**src/rtl/framed_serial_rx.sv**
```systemverilog
module framed_serial_rx #(
  parameter int WORD_W = 8,
  parameter int DLY_W  = 2
) (
  input  logic              clk,
  input  logic              rst_n,
  input  logic              cfg_wr,
  input  logic [DLY_W-1:0]  cfg_dly,
  input  logic              bit_en,
  input  logic              fsync,
  input  logic              ser_din,
  output logic [WORD_W-1:0] word_out,
  output logic              word_valid,
  output logic              cfg_err
);
  localparam int CNT_W = $clog2(WORD_W);
  localparam logic [DLY_W-1:0] RSVD    = '1;
  localparam logic [DLY_W-1:0] MAX_DLY = RSVD - 1'b1;
  localparam logic [CNT_W-1:0] LAST_IX = CNT_W'(WORD_W - 1);

  typedef enum logic [1:0] {S_IDLE, S_GAP, S_DATA} st_t;

  st_t               st_q;
  logic [DLY_W-1:0]  dly_q, gap_q, dly_eff;
  logic [CNT_W-1:0]  bit_q;
  logic [WORD_W-1:0] shreg_q, sh_next;
  logic              start, capture, last;

  assign dly_eff = (dly_q == RSVD) ? MAX_DLY : dly_q;
  assign start   = bit_en && (st_q == S_IDLE) && fsync;
  assign capture = bit_en && ((st_q == S_DATA) ||
                              (st_q == S_GAP && gap_q == '0) ||
                              (st_q == S_IDLE && fsync && dly_eff == '0));
  assign last    = bit_en && (st_q == S_DATA) && (bit_q == LAST_IX);
  assign sh_next = {shreg_q[WORD_W-2:0], ser_din};

  always_ff @(posedge clk or negedge rst_n) begin
    if (!rst_n) begin
      dly_q   <= '0;
      cfg_err <= 1'b0;
    end else if (cfg_wr) begin
      dly_q <= cfg_dly;
      if (cfg_dly == RSVD) cfg_err <= 1'b1;
    end
  end

  always_ff @(posedge clk or negedge rst_n) begin
    if (!rst_n) begin
      st_q  <= S_IDLE;
      gap_q <= '0;
      bit_q <= '0;
    end else begin
      case (st_q)
        S_IDLE: if (start) begin
          if (dly_eff == '0) begin
            st_q  <= S_DATA;
            bit_q <= CNT_W'(1);
          end else begin
            st_q  <= S_GAP;
            gap_q <= dly_eff - 1'b1;
          end
        end
        S_GAP: if (bit_en) begin
          if (gap_q == '0) begin
            st_q  <= S_DATA;
            bit_q <= CNT_W'(1);
          end else begin
            gap_q <= gap_q - 1'b1;
          end
        end
        S_DATA: if (bit_en) begin
          bit_q <= bit_q + 1'b1;
          if (last) st_q <= S_IDLE;
        end
        default: st_q <= S_IDLE;
      endcase
    end
  end

  always_ff @(posedge clk or negedge rst_n) begin
    if (!rst_n) begin
      shreg_q    <= '0;
      word_out   <= '0;
      word_valid <= 1'b0;
    end else begin
      if (capture) shreg_q <= sh_next;
      word_valid <= last;
      if (last) word_out <= sh_next;
    end
  end

  // strobe lasts a single clock
  p_valid_single_r8: assert property (@(posedge clk) disable iff (!rst_n)
    word_valid |=> !word_valid);

  // strobe only follows a data-phase cycle
  p_valid_from_data_r8: assert property (@(posedge clk) disable iff (!rst_n)
    word_valid |-> $past(st_q) == S_DATA);

  // reserved write raises the flag
  p_err_set_r5: assert property (@(posedge clk) disable iff (!rst_n)
    (cfg_wr && cfg_dly == RSVD) |=> cfg_err);

  // flag is sticky
  p_err_sticky_r5: assert property (@(posedge clk) disable iff (!rst_n)
    cfg_err |=> cfg_err);

  // nothing advances without the bit-clock enable
  p_gated_r7: assert property (@(posedge clk) disable iff (!rst_n)
    !bit_en |=> $stable(st_q) && $stable(bit_q) && $stable(gap_q) && $stable(shreg_q));

  // a frame in its delay phase never falls back to idle
  p_gap_holds_r9: assert property (@(posedge clk) disable iff (!rst_n)
    st_q == S_GAP |=> st_q != S_IDLE);

  // the delay phase never lasts longer than the largest legal delay
  p_gap_bound_r4: assert property (@(posedge clk) disable iff (!rst_n)
    st_q == S_GAP |-> gap_q < MAX_DLY);
endmodule

```
**config.mk**
```make
export PLATFORM = sky130hd
export DESIGN_NAME = framed_serial_rx
export DESIGN_NICKNAME = d
export VERILOG_FILES = /design/src/rtl/framed_serial_rx.sv
export SDC_FILE = /design/constraint.sdc
export NUM_CORES = 1
export LEC_CHECK = 0
export BUFFER_PORTS_ARGS = -buffer_cell sky130_fd_sc_hd__buf_2
export CAP_MARGIN = 25
export CORE_ASPECT_RATIO = 1.5
export CORE_MARGIN = 2
export CORE_UTILIZATION = 40
export DETAILED_ROUTE_END_ITERATION = 6
export PLACE_DENSITY = 0.61
export SLEW_MARGIN = 10
export SYNTH_ARGS = -nofsm -noshare
export SYNTH_HDL_FRONTEND = slang
export SYNTH_SLANG_ARGS = --single-unit
```
**constraint.sdc**
```tcl
create_clock -name clk -period 1.5 [get_ports clk]
set_input_delay 0.15 -clock clk [delete_from_list [all_inputs] [get_ports clk]]
set_output_delay 0.15 -clock clk [all_outputs]
set_load 0.02 [all_outputs]
```
==> results by group, run 1 <==
Drt
  • DR vias: ~750
  • DRT antenna net count: 0
  • Post-Route WL: 2300 um
  • DR iter-0 viols: 11
  • Drt drc: 0
  • DR WL/cell: 14.9 um
  • Pre-Repair DR Iteration Count: 3
  • Detailed-route vias per instance: 4.88

Place
  • Placed Cells: 140
  • Gpl congestion: 0.832
  • Hpwl dp: 1380 um
  • Placement Cell Area: 1290 um^2
  • Number of port buffers: 17

Final layout
  • Fillers: 237
  • Final Instance Area: 1510 um^2
  • Fin cells: between 150 and 200
  • Number of diodes: 0
  • Layout area overhead: 36.4%
  • Layout cells sized above 1: 53.0%
  • Nets: about 130

Clock tree
  • H-tree depth: 1
  • CTS root buffer: clkbuf_8
  • Number of CTS-inserted buffers: 3
  • Clk_lat worst skew: 0.26 ns
  • Clock-pin slew on the worst setup and hold paths: 0.09 ns
  • Max clock buf depth: 2
  • Clk sinks: 26
  • CTS tree: built

Synth
  • Ys Warns: 0
  • Post-synthesis sequential area ratio: 58.9%
  • Synth top cells by count: dfrtp_1 (26), mux2_2 (16), nand2_1 (5)
  • Mapped Nets: 91
  • Yosys top cell area share: 58.9%
  • Synth area leaders: dfrtp_1 (59%), mux2_2 (16%), ha_1 (2.3%), o31ai_4 (1.9%), a21oi_1 (1.8%)
  • Mapped Area: 1100 um^2
  • Top-count cell post-synth: dfrtp_1
  • Post-Syn Instances: 81
  • Post-synth EDFFs: 0
  • Asr flop ratio synth: 100%
  • Synth Area per Inst: ~14 um^2
  • Most used DFF post-synth: dfrtp_1
  • #FFs+latches synth: 26
  • Yosys cell types: 27
  • Synth area leader: dfrtp_1

Outcome
  • Outcome: finished, violations left
  • Failing checks: setup timing

Min path
  • Hold Crit Class: in2reg

GRT
  • Total global-route track usage: 14.3%
  • Vias in the first global route: 720
  • Largest net degree at the start of global routing: 27
  • Gr busiest metal: met2
  • Routing usage on met3: 1.85%
  • Initial antenna violation count: 0
  • Grt total ovfl: 0
  • Met2 Resource Use GR: 21.7%
  • First-pass GRT wire length: 3210 um
  • M1 GR Usage: 18.6%

Timing
  • F_max: 643 MHz
  • Slew margin rel.: between 60% and 70%
  • Final worst-path setup slack: -0.0552 ns
  • Final hold vios: 0
  • RSZ-0062 raised after global routing: yes
  • Hold_ws: 0.0987 ns
  • Worst Max-Slew Pin Slew: 0.575 ns
  • Final Cycle Share: 104%
  • Fin. max-slew vios: 0
  • Setup Skew: approximately 0.0026 ns
  • Min Tclk post-route: 1.56 ns
  • Final Setup Violations: 9

Die
  • Initial Util: between 40% and 50%
  • CORE AREA: approximately 2600 um^2
  • Die Wd: 46.9 um
  • Die Ht: 68.4 um
  • IO Count: 18
  • Die ar.: 3210 um^2
  • Num rows: 23

Setup path
  • WP data required: between 1.5 and 2 ns
  • Crit start category: register
  • Critical Path AT: between 1.5 and 2 ns
  • Crit path max fanout: 7
  • CP Capture Type: register
  • Crit Path Class: reg2reg
  • Reg2Reg Setup Slack: -0.06 ns

Pwr
  • Clock share of power: between 20% and 30%
  • P_sw: around 820 uW
  • Static Leakage: 0.761 nW
  • Peak VDD IR: 0.000955 V
  • Internal power: 1.91 mW
  • Combinational Power Share: 38.5%
  • Sw frac: 30.2%
  • Sequential share of power: between 40% and 50%
  • Power density over the cells: 1810 nW/um^2

Run
  • Max-cap violations: 0
## layout make-up
cell class	count	area [um^2]	share of cell area, %
Clock buffer	3	41.3	2.74
Clock inverter	1	30.0	1.99
Inverter	3	11.3	0.748
Multi-Input combinational cell	49	488	32.4
Sequential cell	26	652	43.3
Tap cell	37	46.3	3.07
Timing Repair Buffer	35	238	15.8
## cells in the final DEF (no fill, tap or decap), types with 2 or more instances in the layout
| cell | n |
|---|---|
| mux2_2 | 9 |
| dfrtp_1 | 25 |
| buf_6 | 4 |
| buf_4 | 13 |
| mux2_4 | 7 |
| nor4b_4 | 2 |
| clkbuf_8 | 3 |
| a32o_1 | 2 |
| inv_1 | 3 |
| nand2_1 | 5 |
| o21ai_0 | 3 |
| buf_2 | 17 |
| a21oi_1 | 4 |
## what timing repair did
action / CTS / global route
gates cloned: 0 / 1
pin swaps: 2 / 4
setup buffers: 1 / 9
endpoints found under the hold margin: 26 / 0
setup endpoints to repair: 18 / 18
hold buffers: 1 / 0
gates resized for setup: 4 / 13
## power groups by stage
| stage | clock network, mW | registers [mW] | logic, mW |
|---|---|---|---|
| 2_1_floorplan | 0 | 1.13 | 0.510 |
| 3_3_place_gp | 0 | 1.09 | 0.747 |
| 3_5_place_dp | 0 | 1.10 | 0.773 |
| 4_1_cts | 0.584 | 1.09 | 0.811 |
| 5_1_grt | 0.606 | 1.14 | 1.14 |
| 6_report | 0.570 | 1.11 | 1.05 |
## layer usage
metal  share of wire [%]  vias to the layer above
met5                   0                        -
met4                 2.7                        0
met3                 2.4                        4
met2                  54                       13
met1                  41                      372
li1                    -                      362
## final timing paths
path / from / endpoint / cells after the start
max: st_q[0]$_DFFE_PN0P_ / bit_q[1]$_DFFE_PN0P_ / 5
max reg2reg: st_q[0]$_DFFE_PN0P_ / bit_q[1]$_DFFE_PN0P_ / 5
max in group asynchronous: rst_n / st_q[0]$_DFFE_PN0P_ / 2
min in group asynchronous: rst_n / bit_q[2]$_DFFE_PN0P_ / 2
min reg2reg: cfg_err$_DFFE_PN0P_ / cfg_err$_DFFE_PN0P_ / 1
min: cfg_wr / dly_q[1]$_DFFE_PN0P_ / 2
## logic make-up after synthesis
group	after synthesis	synth area share (%)
AOI/OAI and AO/OA	16	11.2
adders and majority gates	2	2.26
buffers and inverters	6	2.83
DFF	26	58.9
muxes	17	17.2
and+or+nand+nor	14	7.59
## worst max-delay path, cell delays in order, from the launching register on
cell and delay (ns):
dfrtp_2 0.47, nor4b_4 0.36, o31ai_4 0.13, buf_6 0.16
buf_6 0.11, a32o_1 0.21
## sequential cells by signal, summed over array words and instances (netlist names)
signal      count
cfg_err         1
st_q            2
word_valid      1
dly_q           2
bit_q           3
word_out        8
gap_q           2
shreg_q         7
## per-stage QoR
step / power [mW] / setup WS [ns] / setup TNS, ns / utilization [%]
global placement: 1.84 / -0.0428 / -0.330 / 48.9
detailed placement: 1.88 / -0.0727 / -0.605 / 48.9
CTS: 2.49 / -0.0294 / -0.171 / 52.9
global route: 2.88 / -0.113 / -0.713 / 56.9
finish: 2.73 / -0.0552 / -0.227 / 56.9
floorplan: 1.64 / -0.0545 / -0.336 / -
Power figures use the tool's default switching activity.
==> inputs of run 2 (changes only) <==
--- a/config.mk
+++ b/config.mk
@@ -5,13 +5,15 @@
 export SDC_FILE = /design/constraint.sdc
 export NUM_CORES = 1
 export LEC_CHECK = 0
+export ABC_AREA = 1
+export ABC_CLOCK_PERIOD_IN_PS = 1500
 export BUFFER_PORTS_ARGS = -buffer_cell sky130_fd_sc_hd__buf_2
 export CAP_MARGIN = 25
 export CORE_ASPECT_RATIO = 1.5
 export CORE_MARGIN = 2
 export CORE_UTILIZATION = 40
 export DETAILED_ROUTE_END_ITERATION = 6
-export PLACE_DENSITY = 0.61
+export PLACE_DENSITY = 0.6
 export SLEW_MARGIN = 10
 export SYNTH_ARGS = -nofsm -noshare
 export SYNTH_HDL_FRONTEND = slang
==> constraint.sdc (replaced) <==
create_clock -name clk -period 1.5 [get_ports clk]
set_input_delay 0.225 -clock clk [delete_from_list [all_inputs] [get_ports clk]]
set_output_delay 0.225 -clock clk [all_outputs]
set_load 0.02 [all_outputs]
==> results by group, run 2 <==
Outcome
  • Outcome: finished clean

Setup path
  • Critical Path AT: 1.50 ns
  • Crit path max fanout: 10
  • CP Capture Type: register
  • Critical path's top delay family: simple AND/OR/NAND/NOR gates
  • Crit start category: register
  • Worst-path cell chain: inv_2 -> nor2_4 -> nand2_1 -> nand2_2 -> nor2_4 -> nand2_4 -> nand2_1 -> nand2_1
  • WP data required: 1.66 ns
  • Most used cell, CP: nand2_1
  • Crit path buf inv count: 1
  • Crit path largest cell delay: 0.46 ns
  • Crit Path Class: reg2reg
  • Slowest cell on crit path: dfrtp_2

Final layout
  • Nets: 191
  • Commonest non-fill, non-tap cell in the layout: nand2_1
  • Number of diodes: 0
  • Max FFs per register: 8
  • Biggest regs: word_out: 8 flops, shreg_q: 7 flops, bit_q: 3 flops
  • Biggest register: word_out
  • Layout cells sized above 1: 24.6%
  • Layout area overhead: 16.7%
  • Fillers: 334
  • Commonest non-fill, non-tap cells in the layout: nand2_1 (82), dfrtp_1 (24), buf_2 (17), nand3_1 (13), inv_1 (6)

Timing
  • F_max: 745 MHz
  • Sum Neg Setup Slack: 0 ns
  • Slew margin rel.: about three fifths
  • Min Tclk post-route: 1.34 ns
  • Hold_ws: 0.182 ns
  • Final Setup Violations: 0
  • Worst Max-Slew Pin Slew: ~0.57 ns
  • Final Cycle Share: 89.5%
  • Fin. max-slew vios: 0
  • Final hold vios: 0
  • Setup Skew: 0.00270 ns

Place
  • Number of port buffers: 17
  • Hpwl dp: approximately 1800 um
  • Gpl congestion: 0.827

Clock tree
  • Clk sinks: 26
  • Clk_lat worst skew: 0.26 ns
  • H-tree depth: 1
  • Number of CTS-inserted buffers: 3
  • CTS root buffer: clkbuf_8
  • Max clock buf depth: 2
  • CTS tree: built
  • Clock-pin slew on the worst setup and hold paths: approximately 0.080 ns

Run
  • Max-cap violations: 0

Min path
  • Hold Crit Class: in2reg

Die
  • IO Count: 18
  • CORE AREA: 3070 um^2
  • Num rows: 25
  • Initial Util: 41.1%
  • Die Ht: 72.7 um
  • Die ar.: 3620 um^2
  • Die Wd: ~50 um

Synth
  • Yosys cell types: 20
  • Most used DFF post-synth: dfrtp_1
  • Ys Warns: 0
  • Mapped Area: 1260 um^2
  • Asr flop ratio synth: 100%
  • Synth top cells by count: nand2_1 (83), dfrtp_1 (26), nand3_1 (13)
  • Post-synthesis sequential area ratio: 51.6%
  • Synth Area per Inst: 8.13 um^2
  • Synth area leaders: dfrtp_1 (52%), nand2_1 (25%), nand3_1 (5.2%), nor2_4 (2.7%), ha_1 (2.0%)
  • Mapped Nets: about 170
  • Top-count cell post-synth: nand2_1
  • Post-synth EDFFs: 0
  • Yosys top cell area share: 51.6%
  • Synth area leader: dfrtp_1
  • Post-Syn Instances: 155
  • #FFs+latches synth: 26

Drt
  • Pre-Repair DR Iteration Count: 3
  • DR vias: 1042
  • DR WL/cell: between 10 and 15 um
  • Drt drc: 0
  • Detailed-route vias per instance: 4.76
  • DRT antenna net count: 0
  • Post-Route WL: 2290 um
  • DR iter-0 viols: 13

Pwr
  • P_sw: 1.02 mW
  • Internal power: 1.45 mW
  • Combinational Power Share: 42.8%
  • Clock share of power: 15.4%
  • Sw frac: 41.2%
  • Static Leakage: 0.856 nW
  • Peak VDD IR: 0.000910 V
  • Power density over the cells: roughly 1700 nW/um^2
  • Sequential share of power: 41.8%

GRT
  • Vias in the first global route: around 960
  • Largest net degree at the start of global routing: 27
  • Total global-route track usage: ~15%
  • First-pass GRT wire length: roughly 4000 um
  • Initial antenna violation count: 0
  • Grt total ovfl: 0
==> run 2: changes by cell type in the layout (fill, tap and decap cells not counted), sizes merged, moves of 5 or more <==
cell   previous run  this run
nor2              1         6
buf              34        21
nand3             1        13
inv               3        11
nand2             5        87
mux2             16         1
==> run 2: cell type report <==
cell class / count / area [um^2] / share of cell area [%]
Sequential cell: 26 / 653 / 44.4
Multi-Input combinational cell: 117 / 559 / 38.0
Timing Repair Buffer: 22 / 125 / 8.51
Tap cell: 40 / 50.0 / 3.40
Inverter: 11 / 41.3 / 2.81
Clock buffer: 3 / 41.3 / 2.81
==> run 2: metal layers <==
| metal | vias to the layer above | wire (um) | part of all wire, % | GRT usage (%) |
|---|---|---|---|---|
| met5 | - | 0 | 0 | 0 |
| met4 | 0 | 48 | 2.1 | 8.33 |
| met3 | 4 | 65 | 2.8 | 1.84 |
| met2 | 18 | 1230 | 54 | 28.3 |
| met1 | 488 | 951 | 41 | 15.2 |
| li1 | 532 | - | - | - |
==> run 2: cells by family after synthesis <==
| family | count (synthesis) | synth area share (%) |
|---|---|---|
| AND/OR/NAND/NOR | 107 | 37.9 |
| AO/OA/AOI/OAI | 7 | 3.38 |
| buffers and inverters | 12 | 4.17 |
| adder cells (fa/ha/maj) | 2 | 1.99 |
| multiplexers | 1 | 0.894 |
| flip-flops | 26 | 51.6 |
==> run 2: final timing paths <==
kind	startpoint	end	slack (ns)	cells past startpoint
worst max-delay path	st_q[1]$_DFFE_PN0P_	bit_q[0]$_DFFE_PN0P_	0.16	8
worst min register to register	word_out[3]$_DFFE_PN0P_	word_out[3]$_DFFE_PN0P_	0.47	2
worst min-delay path	ser_din	word_out[0]$_DFFE_PN0P_	0.18	3
max in group asynchronous	rst_n	st_q[1]$_DFFE_PN0P_	0.61	2
min in group asynchronous	rst_n	word_out[0]$_DFFE_PN0P_	0.48	2
worst max register to register	st_q[1]$_DFFE_PN0P_	bit_q[0]$_DFFE_PN0P_	0.16	8
==> run 2: worst reg2reg max path: stages (launching register included) <==
cell and delay [ns]:
dfrtp_2 0.46, inv_2 0.10, nor2_4 0.05, nand2_1 0.08
nand2_2 0.07, nor2_4 0.22, nand2_4 0.13, nand2_1 0.08
nand2_1 0.06
==> run 2: per-stage QoR <==
| step | area, um^2 | util [%] | setup WS (ns) | std cells | total power [mW] |
|---|---|---|---|---|---|
| 6_report | 1470 | 48.0 | 0.158 | 219 | 2.47 |
| 5_1_grt | 1470 | 48.0 | -0.00274 | 219 | 2.72 |
| 4_1_cts | 1440 | 47.1 | 0.0703 | 216 | 2.43 |
| 3_5_place_dp | 1390 | 45.4 | 0.0926 | 212 | 2.04 |
| 3_3_place_gp | 1390 | 45.4 | 0.128 | 212 | 1.99 |
| 2_1_floorplan | 1260 | - | 0.229 | 155 | 1.81 |
==> run 2: repair_timing <==
item / CTS / global route
setup buffers: 0 / 3
resized for setup: 0 / 3
hold endpoints to repair: 26 / 0
setup endpoints to repair: 0 / 12
hold buffers: 1 / 0
==> run 2: power by group through the flow <==
stage / Combinational, mW / Sequential, mW / Clock [mW]
global placement: 0.965 / 1.03 / 0
global route: 1.23 / 1.06 / 0.426
finish: 1.06 / 1.03 / 0.380
floorplan: 0.785 / 1.02 / 0
detailed placement: 0.999 / 1.04 / 0
CTS: 1.00 / 1.03 / 0.398
==> inputs of run 3 (changes only) <==
--- a/config.mk
+++ b/config.mk
@@ -6,7 +6,7 @@
 export NUM_CORES = 1
 export LEC_CHECK = 0
 export ABC_AREA = 1
-export ABC_CLOCK_PERIOD_IN_PS = 1500
+export ABC_CLOCK_PERIOD_IN_PS = 1100
 export BUFFER_PORTS_ARGS = -buffer_cell sky130_fd_sc_hd__buf_2
 export CAP_MARGIN = 25
 export CORE_ASPECT_RATIO = 1.5
==> constraint.sdc (replaced) <==
create_clock -name clk -period 1.1 [get_ports clk]
set_input_delay 0.165 -clock clk [delete_from_list [all_inputs] [get_ports clk]]
set_output_delay 0.165 -clock clk [all_outputs]
set_load 0.02 [all_outputs]
==> results by group, run 3 (synthesis gave the netlist of run 2 again) <==
Drt
  • Drt drc: 0
  • Detailed-route vias per instance: 4.79
  • DR iter-0 viols: 26
  • DR vias: 1141
  • Pre-Repair DR Iteration Count: 4
  • DRT antenna net count: 0
  • DR WL/cell: around 12 um
  • Post-Route WL: 2740 um

Pwr
  • Static Leakage: 0.960 nW
  • Peak VDD IR: 0.00134 V
  • Power density over the cells: roughly 2200 nW/um^2

Clock tree
  • Clk_lat worst skew: 0.26 ns
  • CTS root buffer: clkbuf_8
  • Clk sinks: 26
  • CTS tree: built
  • Number of CTS-inserted buffers: 3
  • H-tree depth: 1
  • Clock-pin slew on the worst setup and hold paths: 0.08 ns
  • Max clock buf depth: 2

Setup path
  • Worst-path cell chain: inv_2 -> nand2_2 -> a21oi_2 -> nor2_4 -> buf_4 -> nand3_1 -> nand2_1
  • Crit path largest cell delay: between 0.4 and 0.5 ns
  • CP Capture Type: register
  • Slowest cell on crit path: dfrtp_2
  • Crit start category: register
  • Crit Path Class: reg2reg
  • Crit path max fanout: 6
  • WP data required: 1.26 ns
  • Critical Path AT: 1.41 ns

Timing
  • F_max: 801 MHz
  • Final Setup Violations: 22
  • Final Cycle Share: 114%
  • Final worst-path setup slack: -0.149 ns
  • RSZ-0062 raised after global routing: yes
  • Worst Max-Slew Pin Slew: 0.570 ns
  • Hold_ws: between 0.1 and 0.15 ns
  • Final hold vios: 0
  • Setup Skew: between 0.003 and 0.004 ns
  • Slew margin rel.: 62.0%
  • Fin. max-slew vios: 0
  • Min Tclk post-route: 1.25 ns

Die
  • CORE AREA: around 3100 um^2
  • Die Ht: 72.7 um
  • Num rows: 25
  • IO Count: 18
  • Die ar.: 3620 um^2
  • Die Wd: 49.8 um
  • Initial Util: 41.1%

Final layout
  • Nets: 210
  • Biggest register: word_out
  • Number of diodes: 0
  • Layout area overhead: 37.5%
  • Biggest regs: word_out: 8 flops, shreg_q: 7 flops, bit_q: 3 flops
  • Commonest non-fill, non-tap cells in the layout: nand2_1 (60), nand2_2 (25), dfrtp_1 (24), buf_4 (18), buf_2 (17)
  • Layout cells sized above 1: 44.4%
  • Fin cells: 238
  • Commonest non-fill, non-tap cell in the layout: nand2_1
  • Max FFs per register: 8

Place
  • Gpl congestion: 0.870
  • Placed Cells: 228
  • Hpwl dp: 2000 um
  • Number of port buffers: 17

GRT
  • Total global-route track usage: 17.1%
  • Vias in the first global route: 1188
  • M1 GR Usage: 17.2%
  • Gr busiest metal: met2
  • Routing usage on met3: 1.84%
  • Met2 Resource Use GR: 33.5%
  • Initial antenna violation count: 0
  • Grt total ovfl: 0
  • First-pass GRT wire length: 4780 um
  • Largest net degree at the start of global routing: 27

Run
  • Max-cap violations: 0

Outcome
  • Outcome: finished, violations left
  • Failing checks: setup timing

Min path
  • Hold Crit Class: in2reg
run 3: what timing repair did:
| action | CTS | global route |
|---|---|---|
| endpoints found under the setup margin | 23 | 23 |
| gates resized for setup | 15 | 23 |
| hold endpoints to repair | 26 | 0 |
| pin swaps | 10 | 8 |
| hold buffers | 1 | 0 |
| buffers inserted | 1 | 4 |
| cloned | 1 | 0 |
run 3: stage by stage:
step / utilization, % / setup WS [ns] / power [mW] / setup TNS, ns / instance area [um^2]
4_1_cts: 53.7 / -0.171 / 3.77 / -3.06 / 1650
5_1_grt: 56.5 / -0.247 / 4.18 / -4.53 / 1730
3_5_place_dp: 49.6 / -0.186 / 3.10 / -3.36 / 1520
6_report: 56.5 / -0.149 / 3.85 / -2.63 / 1730
3_3_place_gp: 49.6 / -0.173 / 3.04 / -3.03 / 1520
2_1_floorplan: - / -0.0873 / 2.47 / -1.26 / 1270
run 3: path summary, 6_finish.rpt:
path | start | to | slack, ns | cells past startpoint
setup / recovery | st_q[1]$_DFFE_PN0P_ | shreg_q[5]$_DFFE_PN0P_ | -0.15 | 7
hold / removal | ser_din | word_out[0]$_DFFE_PN0P_ | 0.13 | 3
setup reg to reg | st_q[1]$_DFFE_PN0P_ | shreg_q[5]$_DFFE_PN0P_ | -0.15 | 7
hold reg to reg | shreg_q[6]$_DFFE_PN0P_ | shreg_q[6]$_DFFE_PN0P_ | 0.48 | 2
max in group asynchronous | rst_n | st_q[1]$_DFFE_PN0P_ | 0.27 | 2
min in group asynchronous | rst_n | word_out[1]$_DFFE_PN0P_ | 0.43 | 2
run 3: worst max-delay path, delay by kind of cell (launching register included):
family	cells	cell delay, ns
AO/OA/AOI/OAI	1	0.17
buffers and inverters	2	0.25
flip-flops	1	0.45
AND/OR/NAND/NOR	4	0.28
run 3: layer usage:
metal / routed length (um) / part of all wire (%)
met1: 1010 / 37
met3: 66 / 2.4
met2: 1570 / 57
met5: 0 / 0
met4: 87 / 3.2
run 3: final cells by class:
cell class	count	area (um^2)
Sequential cell	26	653
Multi-Input combinational cell	118	664
Inverter	11	48.8
Fill cell	304	1330
Tap cell	40	50.0
Clock buffer	3	41.3
Timing Repair Buffer	40	275
run 3: where the power goes:
group,leakage [nW],total (mW),switching (mW),internal [mW]
logic,0.603,1.94,1.08,0.860
clock network,0.0216,0.514,0.270,0.245
registers,0.336,1.40,0.207,1.19
total,0.960,3.85,1.56,2.29
